## config.mk

```make
export PLATFORM = sky130hd
export DESIGN_NAME = fpm_dram_ctrl
export DESIGN_NICKNAME = d
export VERILOG_FILES = /design/src/rtl/fpm_pkg.sv /design/src/rtl/fpm_timer.sv /design/src/rtl/fpm_row_track.sv /design/src/rtl/fpm_dram_ctrl.sv
export SDC_FILE = /design/constraint.sdc
export NUM_CORES = 1
export LEC_CHECK = 0
export BUFFER_PORTS_ARGS = -buffer_cell sky130_fd_sc_hd__buf_4
export CORE_AREA = 5 5 99 194
export DETAILED_ROUTE_END_ITERATION = 12
export DIE_AREA = 0 0 104 199
export MAX_ROUTING_LAYER = met4
export REMOVE_ABC_BUFFERS = 1
export SLEW_MARGIN = 5
export SYNTH_ARGS = -nofsm -noshare
export SYNTH_HDL_FRONTEND = slang
export SYNTH_HIERARCHICAL = 1
export SYNTH_SLANG_ARGS = --single-unit
```

## constraint.sdc

```tcl
create_clock -name clk_i -period 3.14 [get_ports clk_i]
set_input_delay 0.157 -clock clk_i [delete_from_list [all_inputs] [get_ports clk_i]]
set_output_delay 0.157 -clock clk_i [all_outputs]
set_load 0.02 [all_outputs]
```

## src/rtl/fpm_pkg.sv

```systemverilog
package fpm_pkg;
  typedef enum logic [2:0] {
    ST_IDLE, ST_RCD, ST_CAS, ST_CP, ST_OPEN, ST_CLOSE, ST_PRE
  } st_e;

  function automatic int ns2cyc(int ns, int clk_ns);
    return (ns + clk_ns - 1) / clk_ns;
  endfunction

  function automatic int imax(int a, int b);
    return (a > b) ? a : b;
  endfunction
endpackage

```

## src/rtl/fpm_timer.sv

```systemverilog
module fpm_timer #(
  parameter int W = 3
) (
  input  logic         clk_i,
  input  logic         rst_ni,
  input  logic         load_i,
  input  logic [W-1:0] val_i,
  output logic [W-1:0] cnt_o,
  output logic         zero_o
);
  logic [W-1:0] cnt_q;

  always_ff @(posedge clk_i or negedge rst_ni) begin
    if (!rst_ni)             cnt_q <= '0;
    else if (load_i)         cnt_q <= val_i;
    else if (cnt_q != '0)    cnt_q <= cnt_q - 1'b1;
  end

  assign cnt_o  = cnt_q;
  assign zero_o = (cnt_q == '0);
endmodule

```

## src/rtl/fpm_row_track.sv

```systemverilog
module fpm_row_track #(
  parameter int RW      = 10,
  parameter int AGW     = 14,
  parameter int MAX_CYC = 12500,
  parameter int LIM_CYC = 12490
) (
  input  logic           clk_i,
  input  logic           rst_ni,
  input  logic           open_i,
  input  logic           close_i,
  input  logic [RW-1:0]  row_i,
  input  logic [RW-1:0]  cmp_i,
  output logic [AGW-1:0] age_o,
  output logic           expire_o,
  output logic           hit_o
);
  logic           open_q;
  logic [RW-1:0]  row_q;
  logic [AGW-1:0] age_q;

  always_ff @(posedge clk_i or negedge rst_ni) begin
    if (!rst_ni) begin
      open_q <= 1'b0;
      row_q  <= '0;
      age_q  <= '0;
    end else if (open_i) begin
      open_q <= 1'b1;
      row_q  <= row_i;
      age_q  <= '0;
    end else if (close_i) begin
      open_q <= 1'b0;
      age_q  <= '0;
    end else if (open_q && age_q != AGW'(MAX_CYC)) begin
      age_q  <= age_q + 1'b1;
    end
  end

  assign age_o    = age_q;
  assign expire_o = open_q && (age_q >= AGW'(LIM_CYC));
  assign hit_o    = open_q && (row_q == cmp_i) && !expire_o;

  AST_OPEN_BOUND: assert property (@(posedge clk_i) disable iff (!rst_ni)
    open_q |-> age_q < AGW'(MAX_CYC));
  AST_OPEN_ONCE: assert property (@(posedge clk_i) disable iff (!rst_ni)
    open_i |-> !open_q);
endmodule

```

## src/rtl/fpm_dram_ctrl.sv

```systemverilog
module fpm_dram_ctrl
  import fpm_pkg::*;
#(
  parameter int AW          = 19,
  parameter int RW          = 10,
  parameter int CW          = 9,
  parameter int DW          = 8,
  parameter int CLK_NS      = 8,
  parameter int T_RAS_NS    = 60,
  parameter int T_RP_NS     = 40,
  parameter int T_CAS_NS    = 10,
  parameter int T_CP_NS     = 10,
  parameter int T_RAH_NS    = 10,
  parameter int T_CAH_NS    = 10,
  parameter int T_RCD_NS    = 20,
  parameter int T_PC_NS     = 25,
  parameter int T_RSH_NS    = 15,
  parameter int T_RAC_NS    = 60,
  parameter int T_CAC_NS    = 15,
  parameter int T_AA_NS     = 30,
  parameter int T_RASMAX_NS = 100000
) (
  input  logic          clk_i,
  input  logic          rst_ni,
  input  logic          req_valid_i,
  output logic          req_ready_o,
  input  logic          req_we_i,
  input  logic [AW-1:0] req_addr_i,
  input  logic [DW-1:0] req_wdata_i,
  output logic          rd_valid_o,
  output logic [DW-1:0] rd_data_o,
  input  logic          ref_req_i,
  output logic          ref_gnt_o,
  output logic          ras_n_o,
  output logic          cas_n_o,
  output logic          we_n_o,
  output logic          oe_n_o,
  output logic [RW-1:0] addr_o,
  output logic [DW-1:0] dq_o,
  output logic          dq_oe_o,
  input  logic [DW-1:0] dq_i
);
  localparam int RAS_CYC  = ns2cyc(T_RAS_NS, CLK_NS);
  localparam int RP_CYC   = imax(ns2cyc(T_RP_NS, CLK_NS), 1);
  localparam int RAH_CYC  = imax(ns2cyc(T_RAH_NS, CLK_NS), 1);
  localparam int RCD_CYC  = imax(ns2cyc(T_RCD_NS, CLK_NS), RAH_CYC);
  localparam int RAC_CYC  = imax(ns2cyc(T_RAC_NS, CLK_NS), 1);
  localparam int CASL_CYC = imax(imax(imax(ns2cyc(T_CAS_NS, CLK_NS), ns2cyc(T_CAH_NS, CLK_NS)),
                                      imax(ns2cyc(T_CAC_NS, CLK_NS), ns2cyc(T_AA_NS, CLK_NS))),
                                 imax(ns2cyc(T_RSH_NS, CLK_NS), 1));
  localparam int CP_CYC   = imax(imax(ns2cyc(T_CP_NS, CLK_NS), ns2cyc(T_PC_NS, CLK_NS) - CASL_CYC), 1);
  localparam int MAX_CYC  = ns2cyc(T_RASMAX_NS, CLK_NS);
  localparam int LIM_CYC  = MAX_CYC - CASL_CYC - CP_CYC - 3;
  localparam int TMAX     = imax(imax(RCD_CYC, CASL_CYC), imax(CP_CYC, RP_CYC));
  localparam int TW       = $clog2(TMAX + 1);
  localparam int AGW      = $clog2(MAX_CYC + 1);

  st_e           st_q, st_d;
  logic          pend_q, cur_we_q;
  logic [RW-1:0] cur_row_q;
  logic [CW-1:0] cur_col_q;
  logic [DW-1:0] cur_wd_q;
  logic          ras_n_q, cas_n_q, we_n_q, oe_n_q, dq_oe_q, rd_v_q;
  logic [RW-1:0] addr_q;
  logic [DW-1:0] dq_q, rd_d_q;

  logic          tmr_ld, tmr_zero;
  logic [TW-1:0] tmr_val, tmr_cnt;
  logic [AGW-1:0] age;
  logic          expire, hit;
  logic          go_ras, go_cas, end_cas, go_close, col_addr, accept;

  fpm_timer #(.W(TW)) u_tmr (
    .clk_i(clk_i), .rst_ni(rst_ni), .load_i(tmr_ld), .val_i(tmr_val),
    .cnt_o(tmr_cnt), .zero_o(tmr_zero)
  );

  fpm_row_track #(.RW(RW), .AGW(AGW), .MAX_CYC(MAX_CYC), .LIM_CYC(LIM_CYC)) u_trk (
    .clk_i(clk_i), .rst_ni(rst_ni), .open_i(go_ras), .close_i(go_close),
    .row_i(cur_row_q), .cmp_i(cur_row_q), .age_o(age), .expire_o(expire), .hit_o(hit)
  );

  assign req_ready_o = (st_q == ST_IDLE || (st_q == ST_OPEN && !expire)) && !pend_q && !ref_req_i;
  assign ref_gnt_o   = (st_q == ST_IDLE) && !pend_q && ref_req_i;
  assign accept      = req_valid_i && req_ready_o;

  always_comb begin
    st_d     = st_q;
    tmr_ld   = 1'b0;
    tmr_val  = '0;
    go_ras   = 1'b0;
    go_cas   = 1'b0;
    end_cas  = 1'b0;
    go_close = 1'b0;
    col_addr = 1'b0;
    unique case (st_q)
      ST_IDLE: if (pend_q) begin
        go_ras = 1'b1; tmr_ld = 1'b1; tmr_val = TW'(RCD_CYC - 1); st_d = ST_RCD;
      end
      ST_RCD: begin
        if (tmr_zero) begin
          go_cas = 1'b1; tmr_ld = 1'b1; tmr_val = TW'(CASL_CYC - 1); st_d = ST_CAS;
        end else if (tmr_cnt <= TW'(RCD_CYC - RAH_CYC)) begin
          col_addr = 1'b1;
        end
      end
      // read waits for the row access time as well
      ST_CAS: if (tmr_zero && (cur_we_q || age >= AGW'(RAC_CYC - 1))) begin
        end_cas = 1'b1; tmr_ld = 1'b1; tmr_val = TW'(CP_CYC - 1); st_d = ST_CP;
      end
      ST_CP: if (tmr_zero) st_d = ST_OPEN;
      ST_OPEN: begin
        if (pend_q) begin
          if (hit) begin
            go_cas = 1'b1; tmr_ld = 1'b1; tmr_val = TW'(CASL_CYC - 1); st_d = ST_CAS;
          end else begin
            st_d = ST_CLOSE;
          end
        end else if (ref_req_i || expire) begin
          st_d = ST_CLOSE;
        end
      end
      ST_CLOSE: if (age >= AGW'(RAS_CYC - 1)) begin
        go_close = 1'b1; tmr_ld = 1'b1; tmr_val = TW'(RP_CYC - 1); st_d = ST_PRE;
      end
      ST_PRE: if (tmr_zero) st_d = ST_IDLE;
      default: st_d = ST_IDLE;
    endcase
  end

  always_ff @(posedge clk_i or negedge rst_ni) begin
    if (!rst_ni) begin
      st_q      <= ST_IDLE;
      pend_q    <= 1'b0;
      cur_we_q  <= 1'b0;
      cur_row_q <= '0;
      cur_col_q <= '0;
      cur_wd_q  <= '0;
      ras_n_q   <= 1'b1;
      cas_n_q   <= 1'b1;
      we_n_q    <= 1'b1;
      oe_n_q    <= 1'b1;
      dq_oe_q   <= 1'b0;
      addr_q    <= '0;
      dq_q      <= '0;
      rd_v_q    <= 1'b0;
      rd_d_q    <= '0;
    end else begin
      st_q   <= st_d;
      rd_v_q <= 1'b0;
      if (accept) begin
        pend_q    <= 1'b1;
        cur_we_q  <= req_we_i;
        cur_row_q <= req_addr_i[AW-1 -: RW];
        cur_col_q <= req_addr_i[CW-1:0];
        cur_wd_q  <= req_wdata_i;
      end
      if (go_ras) begin
        ras_n_q <= 1'b0;
        addr_q  <= cur_row_q;
      end
      if (col_addr) addr_q <= RW'(cur_col_q);
      if (go_cas) begin
        cas_n_q <= 1'b0;
        addr_q  <= RW'(cur_col_q);
        we_n_q  <= !cur_we_q;
        oe_n_q  <= cur_we_q;
        dq_oe_q <= cur_we_q;
        dq_q    <= cur_wd_q;
      end
      if (end_cas) begin
        cas_n_q <= 1'b1;
        we_n_q  <= 1'b1;
        oe_n_q  <= 1'b1;
        dq_oe_q <= 1'b0;
        pend_q  <= 1'b0;
        if (!cur_we_q) begin
          rd_v_q <= 1'b1;
          rd_d_q <= dq_i;
        end
      end
      if (go_close) ras_n_q <= 1'b1;
    end
  end

  assign ras_n_o    = ras_n_q;
  assign cas_n_o    = cas_n_q;
  assign we_n_o     = we_n_q;
  assign oe_n_o     = oe_n_q;
  assign addr_o     = addr_q;
  assign dq_o       = dq_q;
  assign dq_oe_o    = dq_oe_q;
  assign rd_valid_o = rd_v_q;
  assign rd_data_o  = rd_d_q;

  AST_RAS_MIN_LOW: assert property (@(posedge clk_i) disable iff (!rst_ni)
    $rose(ras_n_o) |-> ($past(age) >= AGW'(RAS_CYC - 1)) && cas_n_o);
  AST_CAS_AFTER_RAS: assert property (@(posedge clk_i) disable iff (!rst_ni)
    $fell(cas_n_o) |-> !ras_n_o && $past(!ras_n_o));
  AST_WE_WITH_CAS: assert property (@(posedge clk_i) disable iff (!rst_ni)
    !we_n_o |-> !cas_n_o && oe_n_o && dq_oe_o);
  AST_RD_PULSE: assert property (@(posedge clk_i) disable iff (!rst_ni)
    rd_valid_o |=> !rd_valid_o);
  AST_GNT_CLOSED: assert property (@(posedge clk_i) disable iff (!rst_ni)
    ref_gnt_o |-> ras_n_o && cas_n_o);
  AST_RESET_IDLE: assert property (@(posedge clk_i) disable iff (!rst_ni)
    $rose(rst_ni) |-> ras_n_o && cas_n_o && !dq_oe_o);
endmodule

```

# [Word-level counts from Yosys, hierarchy flattened]
# Cells that the tools add are included.
[totals] regBits=92 input_bits=40 output_inout_bits=34 word_cells=123
[classes] n_addsub=2 n_lt_le_gt_ge=3 n_eq_ne=15 muxes=54 bitwise=1 reduce_logical=29
[op_table] op="2-to-1 mux 14 bit" count=3
[op_table] op="2-to-1 mux 3 bit" count=12
[op_table] op="2-to-1 mux 10 bit" count=3
[op_table] op="2-to-1 mux 1 bit" count=28
[op_table] op="one-hot mux 3 bit (7 select lines)" count=1
[op_table] op="one-hot mux 3 bit (5 select lines)" count=1
[op_table] op="adder 14 x 1 -> 14 bit, second input constant" count=1
[op_table] op="greater-or-equal comparator 14 bit, second input constant" count=1
[op_table] op="greater-or-equal comparator 14 x 3 -> 1 bit, second input constant" count=1
[op_table] op="!= test 14 bit, second input constant" count=1
[op_table] op="!= test 2 bit, second input constant" count=6
[op_table] op="logical AND 1 bit" count=11
[op_table] op="== test 10 bit" count=1
[op_table] op="== test 3 bit, second input constant" count=3
[op_table] op="nonzero test 3 bit" count=3
[op_table] op="2-to-1 mux 2 bit" count=4
[op_table] op="nonzero test 2 bit" count=4
[op_table] op="AND reduction 7 bit" count=1
[op_table] op="== test 3 x 2 -> 1 bit, second input constant" count=2
[op_table] op="zero test 3 bit" count=2
[op_table] op="one-hot mux 1 bit (5 select lines)" count=1
[op_table] op="zero test 1 bit" count=4
[op_table] op="== test 3 x 1 -> 1 bit, second input constant" count=1
[op_table] op="<= comparator 3 x 1 -> 1 bit, second input constant" count=1
[op_table] op="other kinds (6)" count=8

# [Depth between registers and ports, before layout]
# Gate-level depths: netlist (run 1).
[logic_depth] word_depth=10 mapped_depth=11 depth_no_buf=11

# [By module]
# Netlist (run 1), hierarchy kept.
[modules_own_cells] mod="fpm_dram_ctrl" n_inst=1 cells_per_inst=212 area_per_inst_um2=2796.4 seq_area_each_um2=1606.5
[modules_own_cells] mod="fpm_row_track" n_inst=1 cells_per_inst=122 area_per_inst_um2=1310.0 seq_area_each_um2=625.6
[modules_own_cells] mod="fpm_timer" n_inst=1 cells_per_inst=21 area_per_inst_um2=201.4 seq_area_each_um2=75.1

# [Worst setup path after synthesis (run 1)]
# No wires, ideal clock.
[synth_path] kind="reg2reg" from="reg u_trk.age_q[9], in the netlist u_trk/age_o[9]" to="reg u_tmr.cnt_q[1], in the netlist u_tmr/cnt_o[1]" setup_ps=99 arrival_ps=2640 t_required_ps=3041 setup_slack_ps=401 path_stages_with_launch=10 path_buffers=1 synth_period_minus_slack_ps=2739 path_cell_list="dfrtp_1 or4_4 o211a_1 nor3_1 nand4b_1 a21oi_1 clkbuf_1 or2_2 nor2b_1 a311oi_1"
[synth_between] elab_chain_len=8 elab_cells_between_ends=17 cone_classes="order compare (2); mux (9); reduce/logical (6)"
[synth_rtl] item="start, declared" line="fpm_row_track.sv:19" text="logic [AGW-1:0] age_q;"
[synth_rtl] item="start signal, assigned" line="fpm_row_track.sv:34" text="age_q <= age_q + 1'b1;"
[synth_rtl] item="greater-or-equal comparator 14 bit" line="fpm_row_track.sv:39" text="assign expire_o = open_q && (age_q >= AGW'(LIM_CYC));"
[synth_rtl] item="logical AND 1 bit" line="fpm_row_track.sv:39"
[synth_rtl] item="zero test 1 bit" line="fpm_row_track.sv:40" text="assign hit_o = open_q && (row_q == cmp_i) && !expire_o;"
[synth_rtl] item="logical AND 1 bit" line="fpm_row_track.sv:40"
[synth_rtl] item="via hit" line="fpm_dram_ctrl.sv:70" text="logic expire, hit;"
[synth_rtl] item="2-to-1 mux 2 bit" line="fpm_dram_ctrl.sv:114" text="if (hit) begin"
[synth_rtl] item="2-to-1 mux 2 bit" line="fpm_dram_ctrl.sv:113" text="if (pend_q) begin"
[synth_rtl] item="one-hot mux 3 bit (5 select lines)" line="fpm_dram_ctrl.sv:96" text="unique case (st_q)"
[synth_rtl] item="via tmr_val[1]" line="fpm_dram_ctrl.sv:68" text="logic [TW-1:0] tmr_val, tmr_cnt;"
[synth_rtl] item="2-to-1 mux 3 bit" line="fpm_timer.sv:15" text="else if (load_i) cnt_q <= val_i;"
[synth_rtl] item="end signal, assigned" line="fpm_timer.sv:15"
[synth_rtl] item="end signal, assigned" line="fpm_timer.sv:16" text="else if (cnt_q != '0) cnt_q <= cnt_q - 1'b1;"
[synth_rtl] item="end, declared" line="fpm_timer.sv:11" text="logic [W-1:0] cnt_q;"
# The timed path passes the listed nets, and every way through them passes these cells.
# A chain may end at the register's enable or synchronous reset.

# [Final worst setup path (run 1)]
[layout_path] from="reg u_trk.age_q[9], in the netlist u_trk/age_o[9]" to="reg u_tmr.cnt_q[0], in the netlist u_tmr/cnt_o[0]"
# Same word-level chain as after synthesis.

==> impl_metrics.yaml, run 1 <==
global_route:
  grt_max_degree: 56
  grt_usage_pct: 9.55
  overflow: 0
  antenna_found_initial: 0
  grt_first_pass_wirelength_um: 15700
  grt_pass1_vias: 3072
detailed_routing:
  vias: 2965
  drc: 0
  firstDrtPassIters: 4
  drt_wl_total_um: 9380
  drtIter0Drc: 113
  wl_per_cell_um: 14.4
  ant_nets: 0
  routed_via_density: 4.55
timing:
  slew-limit-headroom_pct: 53.6
  timing.fmax_mhz: 358
  hold_violations: 0
  tightestPinTransition_ns: 0.697
  fin_skew_ns: 0.00726
  fin_ws_ns: 0.347
  min_period_over_period_pct: 88.9
  setup_viol: 0
  setup_tns_ns: 0
  slew_viol_final: 0
  rsz0062_at_grt: "false"
  finalCriticalPeriod_ns: 2.79
placement:
  portBuffers: 73
  place_ws_ns: 0.347
  place_inst: 634
  gp_congestion: 0.834
  place_hpwl_um: 6660
clocking:
  clk_pin_slew_ns: 0.06
  cts_inserted_buffers: 9
  holdBufCountCts: 1
  postCtsSetupBuffers: 0
  insertion_delay_ns: 0.33
  clock_path_buffers: 2
  htreeDepth: 3
  cts_tree: "done"
  clock_sinks: 92
  cts-root-buf: "clkbuf_16"
  ctsResizeCount: 0
yosys:
  synth.area.top_cells: "dfrtp_1 51%, mux2_2 9.9%, mux2_4 3.1%"
  synth-edff-count: 0
  yosys_warnings: 6
  ys_seq_area_share_pct: 53.6
  synth_cells: 355
  yosysTopAreaCellShare_pct: 51.1
  syn-mean-instance-area_um2: 12.1
  synth_top_area_cell: "dfrtp_1"
  synth_seq_cells: 92
  ys.flop_type: "dfrtp_1"
  synth_cell_types: 58
  syn-cell-area_mm2: 0.00431
  async_reset_ff_share_pct: 100
setup_path:
  startpoint_type: "flop"
  cpPeakStageDelay_ns: 0.59
  critPathKind: "flop to flop"
  cp_data_required_time_ns: 3.37
  arrival_ns: 3.02
  cp_slowest_cell: "or4_4"
  crit_chain: "or4_4, o211a_1, nor3_1, nand4b_1, a21oi_1, nand2b_1, or3_1, nor2b_1, a221oi_1"
  critPathMaxFanout: 7
  cp-end-kind: "flop"
floorplan:
  die_y_um: 199
  io_pins: 74
  die_w_um: 104
  coreArea_mm2: 0.0176
  std_cell_rows: 69
  die_area_mm2: 0.0207
  start_util_pct: 24.5
pwr:
  p_total_mw: 5.37
  p_per_area_mw_per_mm2: 987
  total_leakage_power_nw: 2.52
  ir_drop_mv: 0.477
finish:
  synthToLayoutAreaGrowth_pct: 26.3
  finalCoreUtilization_pct: 30.9
  finalNonFillerCells: 651
  most-common-layout-cells: "88 x dfrtp_1, 80 x buf_4, 38 x mux2_2"
  nNetsFinal: 477
  drive_gt1_share_pct: 35.6
  final_common_cell: "dfrtp_1"
  antenna_cells: 0
run_status:
  outcome: "complete, no violations"
run:
  maxCapViolCount: 0
min_path:
  hold_class: "input port to flop"
synthesized netlist by cell type, types with 3 or more instances:
| library cell | instances |
|---|---|
| dfrtp_1 | 88 |
| mux2_2 | 38 |
| nor2_1 | 21 |
| inv_1 | 17 |
| xnor2_1 | 14 |
| nand2_1 | 13 |
| o21ai_0 | 10 |
| a21o_1 | 9 |
| mux2_4 | 9 |
| a21oi_1 | 8 |
| mux2_1 | 8 |
| nand3_1 | 7 |
| nand4_1 | 7 |
| nor4_1 | 7 |
| nor3_1 | 6 |
| xor2_1 | 6 |
| a22o_1 | 5 |
| mux2i_1 | 5 |
| nand2b_1 | 5 |
| a31oi_1 | 4 |
| clkbuf_1 | 4 |
| dfstp_2 | 4 |
| ha_1 | 4 |
| or3_1 | 4 |
| and3_1 | 3 |
| buf_4 | 3 |
| buf_6 | 3 |
| nor2b_1 | 3 |
| o31ai_1 | 3 |
| or4_1 | 3 |
kinds of logic (layout without fill, tap and decap cells):
kind of cell	Yosys count	count (layout)	share of synthesized area (%)
AO/OA/AOI/OAI	52	52	8.86
XOR/XNOR	20	20	4.07
adder cells (fa/ha/maj)	4	4	1.16
buffers and inverters	31	114	3.57
flip-flops	92	92	53.6
multiplexers	60	60	16.3
AND/OR/NAND/NOR	96	96	12.5
report_power, final:
part           total (mW)  switching (mW)  internal [mW]
registers            2.16           0.451           1.71
clock network        1.19           0.449          0.742
logic                2.02           0.972           1.04
worst max-delay path: cells and delay by family (launching register included):
kind | cells | cell delay (ns)
DFF | 1 | 0.43
and+or+nand+nor | 6 | 1.50
AOI/OAI and AO/OA | 3 | 0.74
sequential cells by signal, indices dropped and copies added (netlist names):
signal and count:
u_trk/open_q 1, pend_q 1, u_tmr/cnt_o 3, ras_n_o 1
u_trk/age_o 14, rd_data_o 8, dq_o 8, u_trk/row_q 10
cur_col_q 9, dq_oe_o 1, cur_row_q 10, cur_wd_q 8
oe_n_o 1, rd_valid_o 1, cur_we_q 1, st_q 3
addr_o 10, we_n_o 1, cas_n_o 1
final timing paths:
check | from | endpoint | slack [ns] | cells past startpoint
setup / recovery | u_trk/age_o[9] | u_tmr/cnt_o[0] | 0.35 | 9
hold / removal | dq_i[5] | rd_data_o[5] | 0.03 | 2
setup reg to reg | u_trk/age_o[9] | u_tmr/cnt_o[0] | 0.35 | 9
hold reg to reg | cur_col_q[1] | addr_o[1] | 0.49 | 2
max in group asynchronous | rst_ni | cas_n_o | 1.94 | 3
min in group asynchronous | rst_ni | rd_data_o[5] | 0.42 | 2
metrics by stage:
stage,instance area [um^2],hold WS (ns)
floorplan,4220,-0.139
global placement,5090,0.254
detailed placement,5090,0.270
CTS,5440,0.0205
global route,5440,0.0329
finish,5440,0.0347
layout make-up:
class,count,area [um^2]
clock inverter,5,83.8
clock buffer,11,253
tap,213,267
fill,1827,12200
inverter,17,63.8
sequential,92,2310
timing repair buffer,81,611
multi-input combinational,232,1860
routing by layer:
metal  up-vias  share of wire [%]  track usage [%]
met3         9                6.1             2.70
met2        86                 45             14.0
li1       1419                  -                -
met5         -                  0                -
met4         0                1.3             3.36
met1      1451                 47             12.7
No activity file was read; power rests on OpenSTA's default activity.
==> run 2: changes to the inputs <==
MAX_ROUTING_LAYER = unset   (was met4)
RECOVER_POWER = 100   (was unset)
==> run 2 against run 1 <==
  * Critical endpoint unchanged
  * Via count is 0.30% higher
  * Largest cell class unchanged
  * Final cell count stayed put
  * Largest power group unchanged
  * Clock-buffer cell count stayed put
  * Die area stayed put
  * Power is 4.1% lower
==> impl_metrics.yaml, run 2 (synthesis gave the netlist of run 1 again) <==
run_status:
  outcome: "complete, no violations"
timing:
  min_period_over_period_pct: 90.2
  finalCriticalPeriod_ns: 2.83
  tightestPinTransition_ns: 1.48
  slew_viol_final: 0
  setup_tns_ns: 0
  fin_skew_ns: 0.00788
  slew-limit-headroom_pct: 1.39
  rsz0062_at_grt: "false"
  timing.fmax_mhz: 353
  setup_viol: 0
  hold_violations: 0
setup_path:
  path_delay_family: "buffers and inverters"
  r2r_cells: 5
  crit_chain: "nor4_4, clkbuf_1, or3_1, nor2b_1, a221oi_1"
  critPathKind: "flop to flop"
  cp_slowest_cell: "clkbuf_1"
  cp-end-kind: "flop"
  rrSetupSlack_ns: 0.31
  r2r_end: "u_tmr/cnt_o[0]"
  arrival_ns: 3.06
  cp_data_required_time_ns: 3.37
  startpoint_type: "flop"
  path_buf_inv: 1
  timing.rr.start: "st_q[1]"
  critPathMaxFanout: 26
  cpPeakStageDelay_ns: 1.11
clocking:
  postCtsSetupBuffers: 0
  cts_tree: "done"
  cts-root-buf: "clkbuf_16"
  clock_sinks: 92
  clock_path_buffers: 2
  insertion_delay_ns: 0.34
  htreeDepth: 3
  cts_inserted_buffers: 9
  clk_pin_slew_ns: 0.06
floorplan:
  die_y_um: 199
  start_util_pct: 24.5
  die_w_um: 104
  io_pins: 74
  coreArea_mm2: 0.0176
  die_area_mm2: 0.0207
  std_cell_rows: 69
min_path:
  holdCritStartpoint: "dq_i[5]"
  min_path_cells: 2
  hold_end: "rd_data_o[5]"
  hold_class: "input port to flop"
global_route:
  grt_first_pass_wirelength_um: 15700
  grt_pass1_vias: 3067
  antenna_found_initial: 0
  grt_max_degree: 56
  overflow: 0
  grt_usage_pct: 9.28
detailed_routing:
  drc: 0
  drt_wl_total_um: 9400
  drtIter0Drc: 88
  ant_nets: 0
  wl_per_cell_um: 14.4
  vias: 2974
  routed_via_density: 4.57
  firstDrtPassIters: 4
run:
  maxCapViolCount: 0
finish:
  final_common_cell: "dfrtp_1"
  multi_input_area_mm2: 0.00181
  antenna_cells: 0
  finalNonFillerCells: 651
  largest_register_ffs: 14
  filler_cell_count: 1876
  synthToLayoutAreaGrowth_pct: 21.8
  most-common-layout-cells: "88 x dfrtp_1, 41 x buf_4, 38 x mux2_2, 38 x clkbuf_1, 22 x nor2_1"
  drive_gt1_share_pct: 24.4
  seq_area_mm2: 0.00231
  nNetsFinal: 477
placement:
  place_hpwl_um: 6660
  gp_congestion: 0.822
  portBuffers: 73
  place_inst: 634
pwr:
  ir_drop_mv: 0.420
  total_leakage_power_nw: 2.32
  p_per_area_mw_per_mm2: 982
run 2: cell count changes in the layout (fill, tap and decap cells not counted):
cell	change
a211oi_1	+1
a211oi_4	-1
and2_0	+2
and2_1	-2
buf_4	-39
clkbuf_1	+38
clkbuf_2	+1
mux2_1	+9
mux2_4	-9
nor2_1	+1
nor2_2	-1
o21ai_0	+2
o21ai_1	-2
run 2: worst max path at each step:
stage | from | endpoint | depth (start not counted)
after floorplan | u_trk/age_o[9] | addr_o[0] | 8
final | st_q[1] | u_tmr/cnt_o[0] | 5
after CTS | u_trk/age_o[9] | u_tmr/cnt_o[0] | 9
after global routing | u_trk/age_o[9] | u_tmr/cnt_o[0] | 9
after global placement | u_trk/age_o[9] | u_tmr/cnt_o[0] | 9
after detailed placement | u_trk/age_o[9] | u_tmr/cnt_o[0] | 9
run 2: timing repair:
item / 4_1_cts / 5_1_grt
hold buffers: 1 / 0
hold endpoints to repair: 51 / 0
resized for setup: 0 / 0
run 2: power by group:
| group | switching (mW) | total, mW | internal [mW] |
|---|---|---|---|
| clock network | 0.452 | 1.19 | 0.742 |
| logic | 0.972 | 1.81 | 0.834 |
| registers | 0.441 | 2.15 | 1.71 |
run 2: per-stage QoR:
step	setup slack [ns]	utilization, %	hold WS, ns	area [um^2]	total power, mW
global route	0.0941	29.8	0.0282	5250	5.53
global placement	0.473	28.9	0.254	5090	4.17
floorplan	0.0165	-	-0.139	4220	3.48
finish	0.308	29.8	0.0334	5250	5.15
CTS	0.323	30.9	0.0205	5440	5.46
detailed placement	0.347	28.9	0.270	5090	4.23
run 2: cell type report:
type	count	share of cell area, %
well taps	213	5.08
clock buffers	11	4.82
clock inverters	5	1.60
multi-input cells	232	34.4
repair buffers	81	8.87
inverters	17	1.22
flip-flops and latches	92	44.0
run 2: per-layer routing:
metal | global-route usage [%] | vias to the layer above | routed length (um) | part of all wire (%)
met1 | 12.4 | 1460 | 4330 | 46
met5 | 0 | - | 0 | 0
li1 | - | 1422 | - | -
met4 | 3.65 | 0 | 144 | 1.5
met2 | 13.9 | 81 | 4240 | 45
met3 | 3.05 | 11 | 684 | 7.3
==> run 3: changes to the inputs <==
==> constraint.sdc (replaced) <==
create_clock -name clk_i -period 3.14 [get_ports clk_i]
set_input_delay 0.157 -clock clk_i [delete_from_list [all_inputs] [get_ports clk_i]]
set_output_delay 0.157 -clock clk_i [all_outputs]
set_load 0.1 [all_outputs]
==> run 3 against run 2 <==
  * Worst setup slack got worse by 0.076 ns
  * Sequential share of layout area about the same
  * Cell area about the same
  * Die area unchanged
  * Final cell count unchanged
  * Global-route usage unchanged
  * Flip-flop and latch count unchanged
  * Register-to-register slack about the same
  * Non-clock buffer count unchanged
==> impl_metrics.yaml, run 3 (synthesis gave the netlist of run 1 again) <==
timing:
  fin_ws_ns: 0.231
  timing.fmax_mhz: 344
  setup_viol: 0
  tightestPinTransition_ns: 1.48
  min_period_over_period_pct: 92.6
  finalCriticalPeriod_ns: 2.91
  slew_viol_final: 0
  rsz0062_at_grt: "false"
  slew-limit-headroom_pct: 1.39
  fin_skew_ns: 0.00788
  hold_violations: 0
placement:
  place_ws_ns: 0.347
  place_hpwl_um: 6660
  portBuffers: 73
  placed_area_mm2: 0.00509
  gp_congestion: 0.822
run:
  maxCapViolCount: 0
min_path:
  hold_class: "input port to flop"
  hold_end: "rd_data_o[5]"
  holdCritStartpoint: "dq_i[5]"
  min_path_cells: 2
global_route:
  grt_usage_pct: 9.28
  overflow: 0
  grt_pass1_vias: 3067
  antenna_found_initial: 0
  grt_first_pass_wirelength_um: 15700
  grt_max_degree: 56
setup_path:
  cp_slowest_cell: "or4_4"
  r2r_end: "u_tmr/cnt_o[0]"
  path_buf_inv: 1
  critPathKind: "flop to primary output"
  startpoint_type: "flop"
  cp-end-kind: "primary output"
  crit_chain: "or4_4, o211a_1, and2_0, a211oi_1, clkbuf_2"
  cpPeakStageDelay_ns: 0.59
  rrSetupSlack_ns: 0.31
  timing.rr.start: "st_q[1]"
  critPathMaxFanout: 5
  arrival_ns: 2.75
  path_delay_family: "simple AND/OR/NAND/NOR gates"
  cp_data_required_time_ns: 2.98
  r2r_cells: 5
clocking:
  clock_path_buffers: 2
  cts_inserted_buffers: 9
  cts-root-buf: "clkbuf_16"
  postCtsSetupBuffers: 0
  clk_pin_slew_ns: 0.06
  insertion_delay_ns: 0.34
  htreeDepth: 3
  clock_sinks: 92
  ctsResizeCount: 0
  cts_tree: "done"
detailed_routing:
  drt_wl_total_um: 9400
  wl_per_cell_um: 14.4
  drtIter0Drc: 88
  drc: 0
  ant_nets: 0
  vias: 2974
  routed_via_density: 4.57
  firstDrtPassIters: 4
finish:
  nNetsFinal: 477
  antenna_cells: 0
  final_common_cell: "dfrtp_1"
  largest_register_ffs: 14
  most-common-layout-cells: "88 x dfrtp_1, 41 x buf_4, 38 x mux2_2"
  synthToLayoutAreaGrowth_pct: 21.8
  drive_gt1_share_pct: 24.7
  design_area_mm2: 0.00525
  filler_cell_count: 1875
floorplan:
  coreArea_mm2: 0.0176
  die_y_um: 199
  start_util_pct: 24.5
  std_cell_rows: 69
  die_area_mm2: 0.0207
  io_pins: 74
  die_w_um: 104
run_status:
  outcome: "complete, no violations"
-- run 3: cell counts in the layout (fill, tap and decap cells not counted) --
No cell type changed its count.
-- run 3: what timing repair did --
| item | CTS | global route |
|---|---|---|
| endpoints found under the hold margin | 51 | 0 |
| endpoints found under the setup margin | 0 | 0 |
| hold buffers | 1 | 0 |
-- run 3: how the worst max path moves through the flow --
stage | from | endpoint | slack (ns) | cells after the start
final | u_trk/age_o[9] | req_ready_o | 0.23 | 5
after global routing | u_trk/age_o[9] | u_tmr/cnt_o[0] | 0.09 | 9
after CTS | u_trk/age_o[9] | u_tmr/cnt_o[0] | 0.32 | 9
after detailed placement | u_trk/age_o[9] | u_tmr/cnt_o[0] | 0.35 | 9
after global placement | u_trk/age_o[9] | u_tmr/cnt_o[0] | 0.47 | 9
after floorplan | u_trk/age_o[9] | cur_row_q[0] | -0.70 | 6
-- run 3: final cells by class --
class / count / area [um^2] / share of cell area [%]
well taps: 213 / 267 / 5.08
clock inverters: 5 / 83.8 / 1.60
inverters: 17 / 63.8 / 1.22
multi-input cells: 232 / 1810 / 34.4
flip-flops and latches: 92 / 2310 / 44.0
repair buffers: 81 / 467 / 8.89
clock buffers: 11 / 253 / 4.82
-- run 3: metal layers --
layer	share of wire (%)	vias to the layer above	track usage [%]
met4	1.5	0	3.65
met5	0	-	0
met2	45	81	13.9
met3	7.3	11	3.05
li1	-	1422	-
met1	46	1460	12.4
-- run 3: stage by stage --
stage	utilization [%]	hold WS (ns)	TNS, ns	std cells
finish	29.8	0.0334	0	651
global route	29.8	0.0282	0	651
floorplan	-	-0.139	-19.92	341
global placement	28.9	0.254	0	634
CTS	30.9	0.0205	0	651
detailed placement	28.9	0.270	0	634
-- run 3: worst register-to-register path, stage by stage, from the launching register on --
cell and delay [ns]:
dfrtp_1 0.57, nor4_4 0.34, clkbuf_1 1.11, or3_1 0.37
nor2b_1 0.08, a221oi_1 0.26
Power of run 3 is not shown: default switching activity piles up to over one toggle a cycle in this logic, so the estimate is an artifact.
